### src/rtl/phase_issue_pkg.sv
package phase_issue_pkg;
    typedef enum logic [1:0] {
        ST_RUN   = 2'd0,
        ST_CALL  = 2'd1,
        ST_FLUSH = 2'd2
    } seq_state_e;
endpackage

### src/rtl/issue_stage_reg.sv
module issue_stage_reg #(
    parameter int W = 8
) (
    input  logic         clk,
    input  logic         rst_n,
    input  logic         shift,
    input  logic         clear,
    input  logic         d_valid,
    input  logic [W-1:0] d_data,
    output logic         q_valid,
    output logic [W-1:0] q_data
);
    // One phase stage: holds an instruction until the sequencer shifts.
    always_ff @(posedge clk) begin
        if (!rst_n) begin
            q_valid <= 1'b0;
            q_data  <= '0;
        end else if (clear) begin
            q_valid <= 1'b0;
        end else if (shift) begin
            q_valid <= d_valid;
            q_data  <= d_data;
        end
    end
endmodule

### src/rtl/issue_fsm.sv
module issue_fsm
    import phase_issue_pkg::*;
#(
    parameter int CALL_W = 2
) (
    input  logic              clk,
    input  logic              rst_n,
    input  logic              hold,
    input  logic              mispredict,
    input  logic              mid_valid,
    input  logic [CALL_W-1:0] mid_calls,
    output seq_state_e        state,
    output logic              issue_en,
    output logic              shift,
    output logic              clear,
    output logic              cancel,
    output logic              call_fire,
    output logic [CALL_W-1:0] call_idx
);
    seq_state_e        nxt;
    logic [CALL_W-1:0] remain;

    // State register
    always_ff @(posedge clk) begin
        if (!rst_n) state <= ST_RUN;
        else        state <= nxt;
    end

    // Transitions
    always_comb begin
        nxt = state;
        unique case (state)
            ST_RUN: begin
                if (mispredict)
                    nxt = ST_FLUSH;
                else if (!hold && mid_valid && (mid_calls != '0))
                    nxt = ST_CALL;
            end
            ST_CALL: begin
                if (call_fire && (remain == CALL_W'(1)))
                    nxt = ST_RUN;
            end
            ST_FLUSH: nxt = ST_RUN;
            default:  nxt = ST_RUN;
        endcase
    end

    // Outputs
    always_comb begin
        issue_en  = 1'b0;
        shift     = 1'b0;
        clear     = 1'b0;
        cancel    = 1'b0;
        call_fire = 1'b0;
        unique case (state)
            ST_RUN: begin
                issue_en = !hold && !mispredict;
                shift    = !hold && !mispredict;
                clear    = mispredict;
            end
            ST_CALL: begin
                call_fire = !hold && (remain != '0);
            end
            ST_FLUSH: begin
                cancel = 1'b1;
                shift  = !hold;
            end
            default: ;
        endcase
    end

    // Call counter: loaded as a calling instruction enters the late stage
    always_ff @(posedge clk) begin
        if (!rst_n) begin
            remain   <= '0;
            call_idx <= '0;
        end else if (state == ST_RUN && nxt == ST_CALL) begin
            remain   <= mid_calls;
            call_idx <= '0;
        end else if (call_fire) begin
            remain   <= remain - CALL_W'(1);
            call_idx <= call_idx + CALL_W'(1);
        end
    end

    // a mispredict seen during the call sequence never produces a cancel
    p_call_no_cancel_r11: assert property (@(posedge clk) disable iff (!rst_n)
        (state == ST_CALL) |=> !cancel);

    // cancel lasts a single cycle
    p_cancel_single_r8: assert property (@(posedge clk) disable iff (!rst_n)
        cancel |=> !cancel);
endmodule

### src/rtl/phase_issue_seq.sv
module phase_issue_seq
    import phase_issue_pkg::*;
#(
    parameter int TAG_W  = 5,
    parameter int SLOTS  = 4,
    parameter int CALL_W = 2
) (
    input  logic              clk,
    input  logic              rst_n,
    input  logic              in_valid,
    output logic              in_ready,
    input  logic [TAG_W-1:0]  in_tag,
    input  logic [SLOTS-1:0]  in_rd_ops,
    input  logic [SLOTS-1:0]  in_cp_ops,
    input  logic [CALL_W-1:0] in_calls,
    input  logic [SLOTS-1:0]  in_wr_ops,
    input  logic              hold,
    input  logic              mispredict,
    output logic              rd_fire,
    output logic [SLOTS-1:0]  rd_ops,
    output logic [TAG_W-1:0]  rd_tag,
    output logic              cp_fire,
    output logic [SLOTS-1:0]  cp_ops,
    output logic [TAG_W-1:0]  cp_tag,
    output logic              call_fire,
    output logic [CALL_W-1:0] call_idx,
    output logic [TAG_W-1:0]  call_tag,
    output logic              wr_fire,
    output logic [SLOTS-1:0]  wr_ops,
    output logic [TAG_W-1:0]  wr_tag,
    output logic              cancel
);
    localparam int NSTG     = 3;
    localparam int WR_LSB   = 0;
    localparam int CALL_LSB = WR_LSB + SLOTS;
    localparam int CP_LSB   = CALL_LSB + CALL_W;
    localparam int RD_LSB   = CP_LSB + SLOTS;
    localparam int TAG_LSB  = RD_LSB + SLOTS;
    localparam int PW       = TAG_LSB + TAG_W;
    localparam int S_RD     = 0;
    localparam int S_CP     = 1;
    localparam int S_WR     = 2;

    seq_state_e      seq_state;
    logic            issue_en, seq_shift, seq_clear;
    logic [NSTG-1:0] st_v;
    logic [PW-1:0]   st_q [NSTG];
    logic [PW-1:0]   in_word;

    assign in_word  = {in_tag, in_rd_ops, in_cp_ops, in_calls, in_wr_ops};
    assign in_ready = seq_shift;

    issue_fsm #(.CALL_W(CALL_W)) u_fsm (
        .clk        (clk),
        .rst_n      (rst_n),
        .hold       (hold),
        .mispredict (mispredict),
        .mid_valid  (st_v[S_CP]),
        .mid_calls  (st_q[S_CP][CALL_LSB +: CALL_W]),
        .state      (seq_state),
        .issue_en   (issue_en),
        .shift      (seq_shift),
        .clear      (seq_clear),
        .cancel     (cancel),
        .call_fire  (call_fire),
        .call_idx   (call_idx)
    );

    for (genvar g = 0; g < NSTG; g++) begin : g_stage
        logic          d_v;
        logic [PW-1:0] d_w;
        if (g == 0) begin : g_head
            assign d_v = in_valid & in_ready;
            assign d_w = in_word;
        end else begin : g_body
            assign d_v = st_v[g-1];
            assign d_w = st_q[g-1];
        end
        issue_stage_reg #(.W(PW)) u_reg (
            .clk     (clk),
            .rst_n   (rst_n),
            .shift   (seq_shift),
            .clear   (seq_clear),
            .d_valid (d_v),
            .d_data  (d_w),
            .q_valid (st_v[g]),
            .q_data  (st_q[g])
        );
    end

    assign rd_fire  = issue_en & st_v[S_RD];
    assign rd_ops   = st_q[S_RD][RD_LSB +: SLOTS];
    assign rd_tag   = st_q[S_RD][TAG_LSB +: TAG_W];
    assign cp_fire  = issue_en & st_v[S_CP];
    assign cp_ops   = st_q[S_CP][CP_LSB +: SLOTS];
    assign cp_tag   = st_q[S_CP][TAG_LSB +: TAG_W];
    assign wr_fire  = issue_en & st_v[S_WR];
    assign wr_ops   = st_q[S_WR][WR_LSB +: SLOTS];
    assign wr_tag   = st_q[S_WR][TAG_LSB +: TAG_W];
    assign call_tag = st_q[S_WR][TAG_LSB +: TAG_W];

    // a shifting stage hands its instruction to the next phase unchanged
    p_stage_move_r3: assert property (@(posedge clk) disable iff (!rst_n)
        (seq_shift && st_v[S_RD]) |=> (st_v[S_CP] && st_q[S_CP] == $past(st_q[S_RD])));

    // hold in ST_RUN freezes every stage
    p_hold_freeze_r5: assert property (@(posedge clk) disable iff (!rst_n)
        (seq_state == ST_RUN && hold && !mispredict) |=>
        ($stable(st_v) && $stable(st_q[S_RD]) && $stable(st_q[S_CP]) && $stable(st_q[S_WR])));

    // a call always belongs to an instruction held in the late stage
    p_call_owner_r6: assert property (@(posedge clk) disable iff (!rst_n)
        call_fire |-> (st_v[S_WR] && !rd_fire && !cp_fire && !wr_fire));

    // after a mispredict, cancel is raised and all stages are empty
    p_flush_empty_r8: assert property (@(posedge clk) disable iff (!rst_n)
        (seq_state == ST_RUN && mispredict) |=> (cancel && st_v == '0));
endmodule

### config.mk
export PLATFORM = sky130hd
export DESIGN_NAME = phase_issue_seq
export DESIGN_NICKNAME = d
export VERILOG_FILES = /design/src/rtl/phase_issue_pkg.sv /design/src/rtl/issue_stage_reg.sv /design/src/rtl/issue_fsm.sv /design/src/rtl/phase_issue_seq.sv
export SDC_FILE = /design/constraint.sdc
export NUM_CORES = 1
export LEC_CHECK = 0
export BUFFER_PORTS_ARGS = -buffer_cell sky130_fd_sc_hd__buf_2
export CAP_MARGIN = 10
export CORE_MARGIN = 2
export CORE_UTILIZATION = 50
export DETAILED_ROUTE_END_ITERATION = 8
export GPL_TIMING_DRIVEN = 0
export PLACE_DENSITY = 0.78
export SETUP_SLACK_MARGIN = 0.5
export SLEW_MARGIN = 20
export SYNTH_ARGS = -nofsm -noshare
export SYNTH_HDL_FRONTEND = slang
export SYNTH_HIERARCHICAL = 1
export SYNTH_SLANG_ARGS = --single-unit
### constraint.sdc
create_clock -name clk -period 3.7 [get_ports clk]
set_input_delay 0.555 -clock clk [delete_from_list [all_inputs] [get_ports clk]]
set_output_delay 0.555 -clock clk [all_outputs]
set_load 0.02 [all_outputs]
### Yosys cells after proc, flatten, opt, wreduce, memory -nomap -nowiden

Cells that the tools add are included.

| word-level totals | value |
|---|---|
| flip-flop bits (word level) | 66 |
| latch bits | 0 |
| RAM bits | 0 |
| bits in read-only memories | 0 |
| input port bits | 24 |
| memories kept | 0 |

| cells by class | value |
|---|---|
| $add $sub $neg | 2 |
| multiply operators | 0 |
| divide/modulo/power cells | 0 |
| order comparisons | 0 |
| equality and inequality tests | 4 |
| shift operators | 0 |
| mux-type cells | 11 |
| bitwise operators | 6 |
| reduce and logical (&&, ||, !) cells | 15 |

Operator list:

| kind | count |
|---|---|
| $mux W2 | 5 |
| $eq A2 B1 Y1 const B | 3 |
| $logic_and A1 B1 Y1 | 6 |
| $reduce_bool A2 Y1 | 3 |
| $and A1 B1 Y1 | 4 |
| $mux W1 | 4 |
| $pmux W2 S2 | 1 |
| $reduce_or A2 Y1 | 2 |
| $add A2 B1 Y2 const B | 1 |
| $eq A2 B2 Y1 const B | 1 |
| $logic_not A1 Y1 | 2 |
| $logic_not A2 Y1 | 1 |
| $not A1 Y1 | 2 |
| $pmux W1 S2 | 1 |
| $reduce_and A2 Y1 | 1 |
| $sub A2 B1 Y2 const B | 1 |

### Logic depth before layout (Yosys ltp)

Gate-level depths: netlist of run 1.

| logic depth | value |
|---|---|
| depth in word-level cells | 9 |
| mapped depth | 6 |
| depth with buffers taken out | 6 |

### Hierarchy

Netlist of run 1, hierarchy kept.

By module, submodules not included:

| module | times used | cells each | area an instance (µm²) |
|---|---|---|---|
| issue_stage_reg | 3 | 86 | 827.0 |
| issue_fsm | 1 | 40 | 334.1 |
| phase_issue_seq | 1 | 9 | 62.6 |

### Worst setup path after synthesis of run 1

No wires, ideal clock.

| timing path | value |
|---|---|
| path kind | input -> register |
| start | input mispredict |
| end | register g_stage[1].u_reg.q_data[10] |
| arrival | 2.390 ns |
| required time | 3.628 ns |
| path slack | 1.238 ns |
| stages on the path | 6 |
| path buffers | 2 |
| cells stage by stage | and2b_1 > nor3_1 > nor2b_4 > buf_12 > buf_12 > mux2i_1 |

| on the way | value |
|---|---|
| cells in the longest elaborated chain, start to end | 4 |
| elaborated cells on any way between the ends | 6 |
| classes of those cells | 2 x mux; 1 x bitwise; 3 x reduce/logical |

RTL lines:

| what | RTL line | text |
|---|---|---|
| from (decl) | phase_issue_seq.sv:18 | `input logic mispredict,` |
| $logic_not A1 Y1 | issue_fsm.sv:58 | `shift = !hold && !mispredict;` |
| $logic_and A1 B1 Y1 | issue_fsm.sv:58 |  |
| $pmux W1 S2 | issue_fsm.sv:55 | `unique case (state)` |
| named net in_ready | phase_issue_seq.sv:11 | `output logic in_ready,` |
| $reduce_and A2 Y1 (no line) | n/a |  |
| to (signal assigned) | issue_stage_reg.sv:22 | `q_data <= d_data;` |
| to (decl) | issue_stage_reg.sv:11 | `output logic [W-1:0] q_data` |

The timed path passes the listed nets, and every way through them passes these cells.
A chain may end at the register's enable or synchronous reset.

### Worst setup path after layout of run 1

| timing path | value |
|---|---|
| start | register u_fsm.state[1] |
| end | output in_ready |

| on the way | value |
|---|---|
| cells in the longest elaborated chain, start to end | 2 |
| elaborated cells on any way between the ends | 3 |
| classes of those cells | 1 x eq/ne; 1 x mux; 1 x reduce/logical |

RTL lines:

| what | RTL line | text |
|---|---|---|
| from (decl) | issue_fsm.sv:12 | `output seq_state_e state,` |
| from (signal assigned) | issue_fsm.sv:26 | `else state <= nxt;` |
| $eq A2 B2 Y1 or $logic_not A2 Y1 (tied branches) | issue_fsm.sv:55 |  |
| $pmux W1 S2 * | issue_fsm.sv:55 |  |
| to (decl) | phase_issue_seq.sv:11 |  |

Every way passes the cells marked *; elsewhere a longest branch is shown, timed or not.

==> results of run 1 <==
==> metrics by stage <==
step	setup WS, ns	cells
floorplan	1.24	249
global placement	1.23	364
detailed placement	1.25	364
CTS	1.17	372
global route	1.04	372
finish	1.20	372
==> per-layer routing <==
metal,wire length (um),up-vias
li1,-,935
met1,2050,795
met2,1900,40
met3,207,2
met4,21,0
met5,0,-
==> flip-flops by register name (all words and copies together) (netlist names) <==
signal / count
g_stage.u_reg/q_data: 43
g_stage.u_reg/q_valid: 3
u_fsm/call_idx: 2
u_fsm/remain: 2
u_fsm/state: 2
==> cell type report <==
| cell class | count | area share |
|---|---|---|
| Buffer | 21 | 0.0711 |
| Timing Repair Buffer | 63 | 0.112 |
| Inverter | 6 | 0.00800 |
| Clock inverter | 2 | 0.0124 |
| Clock buffer | 6 | 0.0258 |
| Tap cell | 52 | 0.0231 |
| Multi-Input combinational cell | 170 | 0.378 |
| Sequential cell | 52 | 0.370 |
==> power breakdown <==
group / total, mW / internal, mW / switching [mW]
Sequential: 0.582 / 0.573 / 0.00870
Clock: 0.377 / 0.201 / 0.176
Combinational: 0.122 / 0.0585 / 0.0637
==> worst max-delay path, cell delays in order, from the launching register on <==
cell,delay (ns)
dfxtp_1,0.40
and2b_1,0.21
nor3_1,0.74
buf_2,0.31
==> placed cells by master (no fill, tap or decap), drive strengths merged, types with 2 or more instances in the layout <==
master and instances:
dfxtp 52, nand2 89, o21ai 3, nor2b 3
a21oi 4, clkbuf 6, o31ai 2, and2 6
nor3b 3, buf 84, mux2i 46, and2b 3
inv 6, ha 2
==> how the worst min path moves through the flow <==
stage,start,end,slack (ns),cells after the start
after floorplan,g_stage[0].u_reg/q_data[0],g_stage[0].u_reg/q_data[0],0.43,2
after global placement,g_stage[0].u_reg/q_data[11],g_stage[0].u_reg/q_data[11],0.44,2
after detailed placement,g_stage[0].u_reg/q_data[11],g_stage[0].u_reg/q_data[11],0.44,2
after CTS,g_stage[0].u_reg/q_data[11],g_stage[0].u_reg/q_data[11],0.46,2
after global routing,g_stage[0].u_reg/q_data[2],g_stage[1].u_reg/q_data[2],0.48,2
final,g_stage[0].u_reg/q_data[12],g_stage[0].u_reg/q_data[12],0.46,2
==> flow_metrics.py, run 1 <==
metrics = {
    "outcome": {
        "status": "finished, final reports clean",
    },
    "floorplanning": {
        "rows": 24,
        "ios": 64,
        "dieArea_um2": 5220,
        "initial_core_util": 0.527,
        "die_height_um": 72.2,
        "die_w_um": 72.2,
        "coreArea_um2": 4410,
    },
    "layout": {
        "fin_util": 0.638,
        "synthToLayoutAreaGrowth_pct": 21.0,
        "drive_gt1_frac": 0.306,
        "stdcell_area_um2": 2820,
        "finalNetCount": 345,
        "multi_input_area_um2": 1060,
        "seqCellArea_um2": 1040,
        "diodes": 0,
        "fillers": 384,
    },
    "critical_path": {
        "end_kind": "output pin",
        "critical_path_class": "reg -> out",
        "r2r_start": "u_fsm/state[1]",
        "r2r_slack_ns": 1.49,
        "r2r-end": "g_stage[0].u_reg/q_data[4]",
        "crit_path_end": "in_ready",
        "crit_required_ns": 3.14,
        "r2r_cells": 6,
        "worst-path-max-fanout": 8,
        "crit_start": "u_fsm/state[1]",
        "crit_arrival_ns": 1.94,
        "start_kind": "register",
    },
    "timing": {
        "finalSetupViolations": 0,
        "period_needed_ns": 2.50,
        "tightest_slew_ns": 0.964,
        "holdWs_ns": 0.461,
        "fmax_mhz": 400,
        "skew_ns": 0.00451,
        "finalCritPeriodShare": 0.675,
        "finalSetupTns_ns": 0,
        "slew_headroom": 0.352,
        "hold_viol": 0,
        "drv_slew": 0,
        "rsz0062_at_grt": "false",
    },
    "clocking": {
        "cts_resized": 0,
        "cts-root-to-sink-buffers": 2,
        "clock-sinks": 52,
        "cts_setup_buffers": 0,
        "cts_root_buf": "clkbuf_8",
        "cts_tree": "done",
        "cts_hold_buf": 0,
        "h-tree-depth": 2,
        "clk_latency_ns": 0.30,
        "clk_pin_slew_ns": 0.09,
        "numCtsBuffers": 5,
    },
    "global_routing": {
        "overflow": 0,
        "grt_pass1_vias": 1693,
        "antenna_found_initial": 0,
        "grt_usage": 0.169,
        "grt_max_degree": 16,
        "grt_use_met1": 0.226,
        "grtUsageMet3": 0.0486,
        "grt_use_met2": 0.274,
        "grt_first_pass_wirelength_um": 7170,
        "busiest_layer": "met2",
    },
    "detailed_routing": {
        "viasPerCell": 4.76,
        "drt_iter0_markers": 68,
        "vias": 1772,
        "first_pass_iters": 4,
        "drc": 0,
        "antenna_left": 0,
        "wl_per_cell_um": 11.2,
        "finalWirelength_um": 4170,
    },
    "synth": {
        "synth_warnings": 6,
        "synth_nets": 275,
        "syn_area_um2": 2330,
        "syn_area_per_cell_um2": 9.35,
        "synth_cells": 249,
    },
    "placed_design": {
        "placed_cell_area_um2": 2710,
        "place_congestion": 0.682,
        "hpwl_um": 3170,
        "io_buffers": 63,
    },
    "run": {
        "drv_cap": 0,
    },
    "power": {
        "design_power_total_mw": 1.08,
        "p_leak_nw": 1.24,
        "worst_ir_drop_vdd_uv": 206,
        "powerDensity_nw_per_um2": 384,
    },
    "hold_path": {
        "holdCritPathClass": "reg -> reg",
    },
}
Note: power is estimated with default switching activity, not from simulation.
==> inputs of run 2 (changes only) <==
==> constraint.sdc (replaced) <==
create_clock -name clk -period 2.6 [get_ports clk]
set_input_delay 0.39 -clock clk [delete_from_list [all_inputs] [get_ports clk]]
set_output_delay 0.39 -clock clk [all_outputs]
set_load 0.02 [all_outputs]
==> flow_metrics.py, run 2 (synthesis results as in run 1) <==
metrics = {
    "floorplanning": {
        "initial_core_util": 0.527,
        "die_height_um": 72.2,
        "rows": 24,
        "coreArea_um2": 4410,
        "die_w_um": 72.2,
        "dieArea_um2": 5220,
        "ios": 64,
    },
    "layout": {
        "final_common_cell": "nand2_1",
        "drive_gt1_frac": 0.313,
        "largestRegisters": "g_stage.u_reg/q_data (43), g_stage.u_reg/q_valid (3)",
        "fillers": 385,
        "synthToLayoutAreaGrowth_pct": 21.1,
        "multi_input_area_um2": 1070,
        "final_cell_mix": "nand2_1 (89), buf_2 (70), dfxtp_1 (51), mux2i_1 (46), buf_4 (9)",
        "largest_register": "g_stage.u_reg/q_data",
        "stdcell_area_um2": 2820,
        "fin_util": 0.639,
        "largest_reg_flops": 43,
        "seqCellArea_um2": 1040,
        "finalNetCount": 345,
        "diodes": 0,
    },
    "clocking": {
        "numCtsBuffers": 5,
        "h-tree-depth": 2,
        "clk_pin_slew_ns": 0.09,
        "clk_latency_ns": 0.30,
        "cts_setup_buffers": 0,
        "cts-root-to-sink-buffers": 2,
        "cts_tree": "done",
        "cts_root_buf": "clkbuf_8",
        "clock-sinks": 52,
    },
    "timing": {
        "finalSetupTns_ns": 0,
        "holdWs_ns": 0.319,
        "rsz0062_at_grt": "true",
        "period_needed_ns": 2.06,
        "hold_viol": 0,
        "slew_headroom": 0.727,
        "fmax_mhz": 486,
        "finalCritPeriodShare": 0.791,
        "finalSetupViolations": 0,
        "skew_ns": 0.00427,
        "drv_slew": 0,
        "tightest_slew_ns": 0.410,
    },
    "global_routing": {
        "grt_first_pass_wirelength_um": 7440,
        "grt_max_degree": 16,
        "antenna_found_initial": 0,
        "grt_usage": 0.180,
        "overflow": 0,
        "grt_pass1_vias": 1696,
    },
    "detailed_routing": {
        "viasPerCell": 4.66,
        "wl_per_cell_um": 11.6,
        "drc": 0,
        "drt_iter0_markers": 56,
        "finalWirelength_um": 4300,
        "antenna_left": 0,
        "vias": 1735,
        "first_pass_iters": 4,
    },
    "placed_design": {
        "io_buffers": 63,
        "place_congestion": 0.691,
        "hpwl_um": 3190,
        "placed_cell_area_um2": 2710,
    },
    "outcome": {
        "status": "finished, final reports clean",
    },
    "critical_path": {
        "crit_arrival_ns": 1.67,
        "path_cells": "inv_1 > ha_1 > or4b_4 > inv_4 > buf_4",
        "cp_top_family": "simple AND/OR/NAND/NOR gates",
        "worst-path-buf-inv": 3,
        "start_kind": "register",
        "crit_required_ns": 2.21,
        "worst-path-max-fanout": 5,
        "end_kind": "output pin",
        "critPathMaxStageDelay_ns": 0.53,
        "critical_path_class": "reg -> out",
        "cp_slowest_cell": "or4b_4",
    },
    "run": {
        "drv_cap": 0,
    },
    "hold_path": {
        "holdCritPathClass": "in -> reg",
    },
    "power": {
        "p_leak_nw": 1.23,
        "powerDensity_nw_per_um2": 524,
        "worst_ir_drop_vdd_uv": 320,
    },
}
[run 2: worst min-delay path, stage by stage]
cell and delay [ns]:
buf_2 0.10, nand2_1 0.04, mux2i_1 0.05
[run 2: where the power goes]
group          internal [mW]  switching (mW)  leakage (nW)
Combinational         0.0838          0.0919         0.766
Clock                  0.217           0.256        0.0445
Sequential             0.816          0.0124         0.422
[run 2: layout make-up]
| class | instances | area share |
|---|---|---|
| tap | 52 | 0.0231 |
| multi-input combinational | 170 | 0.381 |
| sequential | 52 | 0.370 |
| timing repair buffer | 63 | 0.113 |
| clock buffer | 7 | 0.0306 |
| buffer | 21 | 0.0710 |
| clock inverter | 1 | 0.00266 |
| inverter | 6 | 0.00888 |
[run 2: routing by layer]
layer  vias up  global-route usage  share of wire
met3         8              0.0514          0.056
li1        937                   -              -
met5         -                   0              0
met2        39               0.297           0.46
met4         0              0.0692          0.015
met1       751               0.224           0.47
[run 2: path summary, 6_finish.rpt]
| check | startpoint | end | slack, ns | depth (start not counted) |
|---|---|---|---|---|
| worst max-delay path | u_fsm/remain[0] | call_fire | 0.54 | 5 |
| worst min-delay path | in_cp_ops[1] | g_stage[0].u_reg/q_data[7] | 0.32 | 3 |
| worst max register to register | u_fsm/state[1] | g_stage[0].u_reg/q_data[5] | 0.87 | 6 |
| worst min register to register | g_stage[2].u_reg/q_data[1] | g_stage[2].u_reg/q_data[1] | 0.46 | 2 |
[run 2: through the flow]
step                      std cells  total power [mW]  worst slack, ns
after floorplan                 249             0.972            0.722
after global placement          364              1.02            0.648
after detailed placement        364              1.02            0.628
after CTS                       372              1.49            0.513
after global routing            372              1.54            0.461
final                           372              1.48            0.543
[run 2: what timing repair did]
action                                 4_1_cts  5_1_grt
setup endpoints to repair                    1        2
hold buffers                                 0        0
endpoints found under the hold margin        0        0
resized for setup                            1        3
==> inputs of run 3 (changes only) <==
==> constraint.sdc (replaced) <==
create_clock -name clk -period 2.05 [get_ports clk]
set_input_delay 0.3075 -clock clk [delete_from_list [all_inputs] [get_ports clk]]
set_output_delay 0.3075 -clock clk [all_outputs]
set_load 0.02 [all_outputs]
==> flow_metrics.py, run 3 (synthesis results as in run 1) <==
metrics = {
    "detailed_routing": {
        "antenna_left": 0,
        "first_pass_iters": 4,
        "wl_per_cell_um": 12.1,
        "maxUsedRoutingLayer": "met4",
        "wl_met2_um": 2300,
        "wl_met3_um": 209,
        "vias": 1868,
        "drc": 0,
        "drt_iter0_markers": 90,
        "wl_met1_um": 2160,
        "viasPerCell": 4.81,
        "finalWirelength_um": 4690,
    },
    "global_routing": {
        "grt_max_degree": 16,
        "overflow": 0,
        "grt_pass1_vias": 1699,
        "grt_usage": 0.178,
        "antenna_found_initial": 0,
        "grt_first_pass_wirelength_um": 7410,
    },
    "hold_path": {
        "holdCritPathClass": "in -> reg",
    },
    "clocking": {
        "cts_hold_buf": 0,
        "clk_pin_slew_ns": 0.09,
        "h-tree-depth": 2,
        "clock-sinks": 52,
        "cts_tree": "done",
        "cts_root_buf": "clkbuf_8",
        "cts-root-to-sink-buffers": 2,
        "clk_latency_ns": 0.30,
        "numCtsBuffers": 5,
    },
    "run": {
        "drv_cap": 0,
    },
    "timing": {
        "finalCritPeriodShare": 0.915,
        "skew_ns": 0.00645,
        "drv_slew": 0,
        "setup_slack_ns": 0.174,
        "finalSetupViolations": 0,
        "hold_viol": 0,
        "rsz0062_at_grt": "true",
        "fmax_mhz": 533,
        "slew_headroom": 0.720,
        "period_needed_ns": 1.88,
        "tightest_slew_ns": 0.420,
        "holdWs_ns": 0.237,
        "finalSetupTns_ns": 0,
    },
    "floorplanning": {
        "die_height_um": 72.2,
        "ios": 64,
        "initial_core_util": 0.527,
        "die_w_um": 72.2,
        "dieArea_um2": 5220,
        "coreArea_um2": 4410,
        "rows": 24,
    },
    "critical_path": {
        "critPathMaxStageDelay_ns": 0.55,
        "cp_slowest_cell": "or4_4",
        "cp_top_family": "simple AND/OR/NAND/NOR gates",
        "end_kind": "output pin",
        "crit_arrival_ns": 1.57,
        "critical_path_class": "reg -> out",
        "worst-path-buf-inv": 2,
        "path_cells": "or4_4 > inv_2 > and2_1 > buf_6",
        "worst-path-max-fanout": 6,
        "start_kind": "register",
        "crit_required_ns": 1.74,
    },
    "power": {
        "worst_ir_drop_vdd_uv": 446,
        "p_leak_nw": 1.34,
        "design_power_total_mw": 1.92,
        "powerDensity_nw_per_um2": 622,
    },
    "layout": {
        "synthToLayoutAreaGrowth_pct": 32.7,
        "final_cell_mix": "nand2_1 (89), buf_2 (66), dfxtp_1 (48), mux2i_1 (44), buf_4 (14)",
        "drive_gt1_frac": 0.384,
        "diodes": 0,
        "largestRegisters": "g_stage.u_reg/q_data (43), g_stage.u_reg/q_valid (3)",
        "fin_cells": 388,
        "fillers": 358,
        "fin_util": 0.700,
        "stdcell_area_um2": 3090,
        "largest_reg_flops": 43,
        "final_common_cell": "nand2_1",
        "finalNetCount": 361,
        "largest_register": "g_stage.u_reg/q_data",
    },
    "placed_design": {
        "placed_cell_area_um2": 2730,
        "place_ws_ns": 0.354,
        "place_congestion": 0.714,
        "hpwl_um": 3250,
        "placed_cells": 364,
        "io_buffers": 63,
    },
    "outcome": {
        "status": "finished, final reports clean",
    },
}
## run 3: changes by cell type in the layout (fill, tap and decap cells not counted), sizes merged
cell,change
inv,-1
buf,+16
clkinv,+1
## run 3: worst paths after layout
kind | to | slack, ns | from | depth (start not counted)
worst max-delay path | wr_fire | 0.17 | u_fsm/state[0] | 4
worst min register to register | g_stage[1].u_reg/q_data[9] | 0.46 | g_stage[1].u_reg/q_data[9] | 2
worst min-delay path | g_stage[0].u_reg/q_data[7] | 0.24 | in_cp_ops[1] | 3
worst max register to register | u_fsm/call_idx[1] | 0.35 | u_fsm/remain[1] | 6
## run 3: what timing repair did
item                                    CTS  global route
resized for setup                        15            18
pin swaps                                 5             8
cloned                                    1             0
setup buffers                            12             3
endpoints found under the setup margin   23            50
## run 3: power breakdown
part	switching, mW	total (mW)	internal [mW]	leakage, nW
logic	0.128	0.267	0.139	0.873
registers	0.0159	1.05	1.03	0.423
clock network	0.330	0.605	0.275	0.0445
total	0.474	1.92	1.45	1.34
## run 3: final cells by class
class	instances	area (um2)	area share
Sequential cell	52	1050	0.340
Inverter	6	27.5	0.00891
Clock buffer	7	86.3	0.0280
Buffer	21	200	0.0648
Multi-Input combinational cell	170	1110	0.360
Timing Repair Buffer	79	542	0.175
Tap cell	52	65.1	0.0211
Clock inverter	1	7.51	0.00243
## run 3: layer usage
| layer | vias up | GRT usage |
|---|---|---|
| li1 | 971 | - |
| met1 | 853 | 0.232 |
| met2 | 40 | 0.297 |
| met3 | 4 | 0.0403 |
| met4 | 0 | 0.0503 |
| met5 | - | 0 |
## run 3: worst min-delay path: stages
cell,delay [ns]
buf_2,0.09
nand2_1,0.04
mux2i_1,0.05
